<file path="src/rtl/uart_tx_pkg.sv">
package uart_tx_pkg;

    typedef enum logic [2:0] {
        ST_IDLE,
        ST_START,
        ST_DATA,
        ST_PARITY,
        ST_STOP
    } tx_state_t;

    localparam logic [1:0] ADDR_DATA = 2'd0;
    localparam logic [1:0] ADDR_CFG  = 2'd1;
    localparam logic [1:0] ADDR_STAT = 2'd2;

    localparam int CFG_PAR_EN  = 0;
    localparam int CFG_PAR_ODD = 1;
    localparam int STAT_BUSY   = 0;
    localparam int STAT_EMPTY  = 1;

endpackage

</file>
<file path="src/rtl/utx_holding_buf.sv">
module utx_holding_buf #(
    parameter int DATA_W = 8
) (
    input  logic              clk,
    input  logic              rst_n,
    input  logic              load_stb,
    input  logic [DATA_W-1:0] load_data,
    input  logic              clr_stb,
    input  logic              take,
    output logic              full,
    output logic [DATA_W-1:0] held,
    output logic              empty_flag
);

    // Holding register. A write that arrives while full is dropped.
    always_ff @(posedge clk or negedge rst_n) begin
        if (!rst_n) begin
            full <= 1'b0;
            held <= '0;
        end else if (take) begin
            full <= 1'b0;
        end else if (load_stb && !full) begin
            full <= 1'b1;
            held <= load_data;
        end
    end

    // Empty flag: set on hand-off, cleared only by a write-1. Set wins.
    always_ff @(posedge clk or negedge rst_n) begin
        if (!rst_n) begin
            empty_flag <= 1'b0;
        end else if (take) begin
            empty_flag <= 1'b1;
        end else if (clr_stb) begin
            empty_flag <= 1'b0;
        end
    end

    a_r9_full_write_ignored: assert property (
        @(posedge clk) disable iff (!rst_n)
        (load_stb && full) |=> $stable(held)
    );

    a_r6_flag_on_take: assert property (
        @(posedge clk) disable iff (!rst_n)
        take |=> empty_flag
    );

    a_r7_w1c_clears: assert property (
        @(posedge clk) disable iff (!rst_n)
        (clr_stb && !take) |=> !empty_flag
    );

endmodule

</file>
<file path="src/rtl/utx_shifter.sv">
module utx_shifter
    import uart_tx_pkg::*;
#(
    parameter int DATA_W = 8
) (
    input  logic              clk,
    input  logic              rst_n,
    input  logic              bit_tick,
    input  logic              buf_full,
    input  logic [DATA_W-1:0] buf_data,
    input  logic              par_en,
    input  logic              par_odd,
    output logic              take,
    output logic              busy,
    output logic              tx_out
);

    localparam int CNT_W = (DATA_W > 1) ? $clog2(DATA_W) : 1;
    localparam logic [CNT_W-1:0] LAST_BIT = CNT_W'(DATA_W - 1);

    tx_state_t         state, state_nx;
    logic [DATA_W-1:0] shreg;
    logic [CNT_W-1:0]  bit_cnt;
    logic              par_bit;
    logic              par_on;

    // A byte is taken on a pulse when the line is idle or a stop bit ends.
    always_comb begin
        take = bit_tick && buf_full && ((state == ST_IDLE) || (state == ST_STOP));
    end

    // Next-state logic.
    always_comb begin
        state_nx = state;
        if (bit_tick) begin
            unique case (state)
                ST_IDLE:   state_nx = buf_full ? ST_START : ST_IDLE;
                ST_START:  state_nx = ST_DATA;
                ST_DATA:   if (bit_cnt == LAST_BIT) state_nx = par_on ? ST_PARITY : ST_STOP;
                ST_PARITY: state_nx = ST_STOP;
                ST_STOP:   state_nx = buf_full ? ST_START : ST_IDLE;
                default:   state_nx = ST_IDLE;
            endcase
        end
    end

    // State register.
    always_ff @(posedge clk or negedge rst_n) begin
        if (!rst_n) begin
            state <= ST_IDLE;
        end else begin
            state <= state_nx;
        end
    end

    // Datapath: shift register, bit counter, parity.
    always_ff @(posedge clk or negedge rst_n) begin
        if (!rst_n) begin
            shreg   <= '0;
            bit_cnt <= '0;
            par_bit <= 1'b0;
            par_on  <= 1'b0;
        end else if (take) begin
            shreg   <= buf_data;
            bit_cnt <= '0;
            par_bit <= (^buf_data) ^ par_odd;
            par_on  <= par_en;
        end else if (bit_tick && state == ST_DATA) begin
            shreg   <= {shreg[DATA_W-2:0], 1'b0};
            bit_cnt <= bit_cnt + 1'b1;
        end
    end

    // Output process.
    always_comb begin
        busy   = (state != ST_IDLE);
        tx_out = 1'b1;
        unique case (state)
            ST_IDLE:   tx_out = 1'b1;
            ST_START:  tx_out = 1'b0;
            ST_DATA:   tx_out = shreg[DATA_W-1];
            ST_PARITY: tx_out = par_bit;
            ST_STOP:   tx_out = 1'b1;
            default:   tx_out = 1'b1;
        endcase
    end

    a_r10_move_on_tick: assert property (
        @(posedge clk) disable iff (!rst_n)
        !bit_tick |=> $stable(state)
    );

    a_r2_take_starts_frame: assert property (
        @(posedge clk) disable iff (!rst_n)
        take |=> (state == ST_START)
    );

    a_r8_back_to_back: assert property (
        @(posedge clk) disable iff (!rst_n)
        (state == ST_STOP && bit_tick && buf_full) |=> (state == ST_START)
    );

    a_r5_idle_line_high: assert property (
        @(posedge clk) disable iff (!rst_n)
        !busy |-> tx_out
    );

endmodule

</file>
<file path="src/rtl/uart_msb_tx.sv">
module uart_msb_tx
    import uart_tx_pkg::*;
#(
    parameter int DATA_W = 8
) (
    input  logic              clk,
    input  logic              rst_n,
    input  logic              bit_tick,
    input  logic              reg_wr,
    input  logic [1:0]        reg_addr,
    input  logic [DATA_W-1:0] reg_wdata,
    output logic [DATA_W-1:0] reg_rdata,
    output logic              tx_out,
    output logic              irq
);

    logic              cfg_par_en, cfg_par_odd;
    logic              load_stb, clr_stb;
    logic              take, full, busy, empty_flag;
    logic [DATA_W-1:0] held;

    always_comb begin
        load_stb = reg_wr && (reg_addr == ADDR_DATA);
        clr_stb  = reg_wr && (reg_addr == ADDR_STAT) && reg_wdata[STAT_EMPTY];
    end

    always_ff @(posedge clk or negedge rst_n) begin
        if (!rst_n) begin
            cfg_par_en  <= 1'b0;
            cfg_par_odd <= 1'b0;
        end else if (reg_wr && reg_addr == ADDR_CFG) begin
            cfg_par_en  <= reg_wdata[CFG_PAR_EN];
            cfg_par_odd <= reg_wdata[CFG_PAR_ODD];
        end
    end

    utx_holding_buf #(.DATA_W(DATA_W)) u_buf (
        .clk        (clk),
        .rst_n      (rst_n),
        .load_stb   (load_stb),
        .load_data  (reg_wdata),
        .clr_stb    (clr_stb),
        .take       (take),
        .full       (full),
        .held       (held),
        .empty_flag (empty_flag)
    );

    utx_shifter #(.DATA_W(DATA_W)) u_shift (
        .clk      (clk),
        .rst_n    (rst_n),
        .bit_tick (bit_tick),
        .buf_full (full),
        .buf_data (held),
        .par_en   (cfg_par_en),
        .par_odd  (cfg_par_odd),
        .take     (take),
        .busy     (busy),
        .tx_out   (tx_out)
    );

    always_comb begin
        reg_rdata = '0;
        unique case (reg_addr)
            ADDR_CFG: begin
                reg_rdata[CFG_PAR_EN]  = cfg_par_en;
                reg_rdata[CFG_PAR_ODD] = cfg_par_odd;
            end
            ADDR_STAT: begin
                reg_rdata[STAT_BUSY]  = busy;
                reg_rdata[STAT_EMPTY] = empty_flag;
            end
            default: reg_rdata = '0;
        endcase
        irq = empty_flag;
    end

    a_r6_irq_follows_flag: assert property (
        @(posedge clk) disable iff (!rst_n)
        $rose(irq) |-> $past(take)
    );

endmodule

</file>
<file path="config.mk">
export PLATFORM = sky130hd
export DESIGN_NAME = uart_msb_tx
export DESIGN_NICKNAME = d
export VERILOG_FILES = /design/src/rtl/uart_tx_pkg.sv /design/src/rtl/utx_holding_buf.sv /design/src/rtl/utx_shifter.sv /design/src/rtl/uart_msb_tx.sv
export SDC_FILE = /design/constraint.sdc
export NUM_CORES = 1
export LEC_CHECK = 0
export ABC_AREA = 1
export BUFFER_PORTS_ARGS = -buffer_cell sky130_fd_sc_hd__buf_2
export CORE_ASPECT_RATIO = 1.75
export CORE_MARGIN = 5
export CORE_UTILIZATION = 60
export CTS_CLUSTER_SIZE = 24
export DETAILED_ROUTE_END_ITERATION = 12
export GPL_ROUTABILITY_DRIVEN = 1
export PLACE_DENSITY_LB_ADDON = 0.08
export SYNTH_ARGS = -nofsm -noshare
export SYNTH_HDL_FRONTEND = slang
export SYNTH_SLANG_ARGS = --single-unit
</file>
<file path="constraint.sdc">
create_clock -name clk -period 3.8 [get_ports clk]
set_clock_uncertainty 0.2 [all_clocks]
set_input_delay 0.76 -clock clk [delete_from_list [all_inputs] [get_ports clk]]
set_output_delay 0.76 -clock clk [all_outputs]
set_load 0.01 [all_outputs]
</file>
==> impl_metrics.json <==
{
  "design.die.area_um2": 3700,
  "crit_required_ns": 2.84,
  "synth_edf_count": 0,
  "top_level_ports": 24,
  "max_stage_delay_ns": 0.20,
  "synthTopCellsByArea": "dfrtp_1 (46%), nand2_1 (11%), o21ai_2 (6.3%), inv_1 (5.4%), o21ai_0 (4.3%)",
  "irDropWorstVdd_uv": 448,
  "ys_seq_area_share_pct": 45.9,
  "power.density_nw_per_um2": 719,
  "cp-end-kind": "output pin",
  "synth_flop_cell": "dfrtp_1",
  "crit_arrival_ns": 1.56,
  "synth_seq_cells": 28,
  "hold_slack_ns": 0.276,
  "hold_viol": 0,
  "syn_to_final_growth_pct": 7.86,
  "path_cells": "buf_2 > inv_1 > ha_1 > o21ai_0 > a21oi_1 > buf_2",
  "place_worst_setup_slack_ns": 1.27,
  "globalRoute.totalOverflow": 0,
  "async_flop_share_pct": 100,
  "clock_latency_ns": 0.27,
  "rr_worst_depth": 7,
  "yosysTopAreaCellShare_pct": 45.9,
  "power.leakage_uw": 0.000878,
  "path_depth": 6,
  "hold_path.class": "in -> async",
  "drcViolationCount": 0,
  "setup.worst_path.end": "reg_rdata[0]",
  "grt_pass1_wl_um": 4860,
  "syn_area_um2": 1530,
  "postLayoutCoreUtil_pct": 66.9,
  "worst_pin_slew_ns": 0.605,
  "io_buffer_count": 17,
  "setup_tns_ns": 0,
  "grt_pass1_vias": 1202,
  "cts.path.max_buffers": 2,
  "drive_above_1_share_pct": 21.7,
  "finalCritPeriodShare_pct": 66.4,
  "status": "finished, final reports clean",
  "yosysWarnings": 0,
  "clk_pin_slew_worst_paths_ns": 0.09,
  "dr_total_vias": 1175,
  "synthDistinctLibCells": 22,
  "r2r-start": "u_shift.state[1]$_DFFE_PN0P_",
  "htreeDepth": 1,
  "cp_common_cell": "buf_2",
  "synth_common_cells": "nand2_1 (46), dfrtp_1 (28), inv_1 (22)",
  "syn_area_per_cell_um2": 8.21,
  "cp_top_family": "buffers and inverters",
  "track_usage_pct": 17.5,
  "fillers": 216,
  "cts_tree": "built",
  "antenna_left": 0,
  "firstDrtPassIters": 4,
  "nets": 223,
  "slew_viol_final": 0,
  "r2r_slack_ns": 2.10,
  "synthCells": 186,
  "antenna-diode-count": 0,
  "antenna_found_initial": 0,
  "gp_congestion": 0.773,
  "initial_core_util_pct": 62.0,
  "cts_hold_buf": 0,
  "max_slew_margin_pct": 59.7,
  "cp-start-kind": "input pin",
  "crit_buf_inv": 3,
  "startpoint": "reg_addr[0]",
  "criticalPathCategory": "in -> out",
  "cp_max_fo": 3,
  "cts_setup_buffers": 0,
  "rows": 24,
  "numClockSinks": 28,
  "wl_per_cell_um": 12.0,
  "cp_slowest_cell": "ha_1",
  "fmax_mhz": 396,
  "core_area_um2": 2460,
  "multi_input_area_um2": 672,
  "cts-root-buf": "clkbuf_8",
  "drtIter0Drc": 31,
  "postCtsResizedCells": 0,
  "setup_violations": 0,
  "cts_buffers": 3,
  "timing.rr.end": "u_shift.shreg[1]$_DFFE_PN0P_",
  "yosys.area.top_type": "dfrtp_1",
  "finalPower_uw": 1180,
  "period_minus_slack_ns": 2.52,
  "grt_max_degree": 29,
  "maxCapViolations": 0,
  "rsz0062_at_grt": "no",
  "synth_most_common_cell": "nand2_1",
  "routed_wirelength_um": 2760,
  "regArea_um2": 701,
  "hpwlAfterDp_um": 2170,
  "die_h_um": 76.8,
  "routed_via_density": 5.13,
  "die_w_um": 48.1,
  "final.setup.worst_slack_ns": 1.28
}
[routing by layer]
metal | up-vias | track usage, % | wire [um]
met3 | 4 | 2.11 | 69
met1 | 547 | 20.5 | 1120
met2 | 12 | 29.7 | 1530
met5 | - | 0 | 0
met4 | 0 | 7.28 | 44
li1 | 612 | - | -
[sequential cells by signal, summed over array words and instances, names as in the netlist]
name              count
u_buf.held            8
cfg_par_odd           1
u_shift.state         3
u_shift.shreg         8
u_buf.empty_flag      1
u_buf.full            1
cfg_par_en            1
u_shift.bit_cnt       3
u_shift.par_on        1
u_shift.par_bit       1
[worst min path at each step]
stage / from / to / slack (ns) / depth (start not counted)
detailed placement: u_shift.shreg[0]$_DFFE_PN0P_ / u_shift.shreg[0]$_DFFE_PN0P_ / 0.26 / 2
global route: u_shift.shreg[0]$_DFFE_PN0P_ / u_shift.shreg[0]$_DFFE_PN0P_ / 0.31 / 2
CTS: u_shift.shreg[0]$_DFFE_PN0P_ / u_shift.shreg[0]$_DFFE_PN0P_ / 0.29 / 2
floorplan: u_shift.shreg[0]$_DFFE_PN0P_ / u_shift.shreg[0]$_DFFE_PN0P_ / 0.24 / 2
finish: rst_n / u_shift.state[1]$_DFFE_PN0P_ / 0.28 / 1
global placement: u_shift.shreg[0]$_DFFE_PN0P_ / u_shift.shreg[0]$_DFFE_PN0P_ / 0.26 / 2
[area by class of cell]
class | instances | share of cell area, %
Sequential cell | 28 | 42.5
Multi-Input combinational cell | 128 | 40.8
Inverter | 26 | 6.23
Timing Repair Buffer | 17 | 5.16
Clock buffer | 4 | 3.34
Tap cell | 26 | 1.97
[logic make-up after synthesis]
| family | synth area share (%) |
|---|---|
| other | 0.245 |
| xor gates and xnor gates | 0.573 |
| buffers and inverters | 11.4 |
| adders and majority gates | 4.10 |
| DFF | 45.9 |
| and+or+nand+nor | 21.9 |
| AOI/OAI and AO/OA | 16.0 |
[worst register-to-register path: stages (launching register included)]
cell	delay (ns)
dfrtp_1	0.42
inv_1	0.11
nand2_2	0.09
nor2_2	0.12
nand2_2	0.20
inv_2	0.28
nand2_1	0.09
a21oi_1	0.14
[metrics by stage]
stage                     std cells  instance area (um2)
final                           229                 1650
after global routing            229                 1650
after detailed placement        225                 1590
after CTS                       229                 1650
after global placement          225                 1590
after floorplan                 191                 1550
[cell usage in the layout, fill, tap and decap left out, drive strengths merged]
cell,netlist,layout
nand3,8,8
a21oi,11,11
o21ai,24,24
conb,1,6
dfrtp,28,28
buf,8,17
nand2,52,52
xnor2,1,1
o2111ai,1,1
nor2,18,18
clkbuf,1,4
inv,26,26
ha,5,5
o22ai,2,2
[report_power, final]
part	total [uW]	internal (uW)	switching [uW]
Sequential	516	422	93.8
Combinational	489	184	304
Clock	180	92.8	87.2
Note: power is estimated with default switching activity, not from simulation.
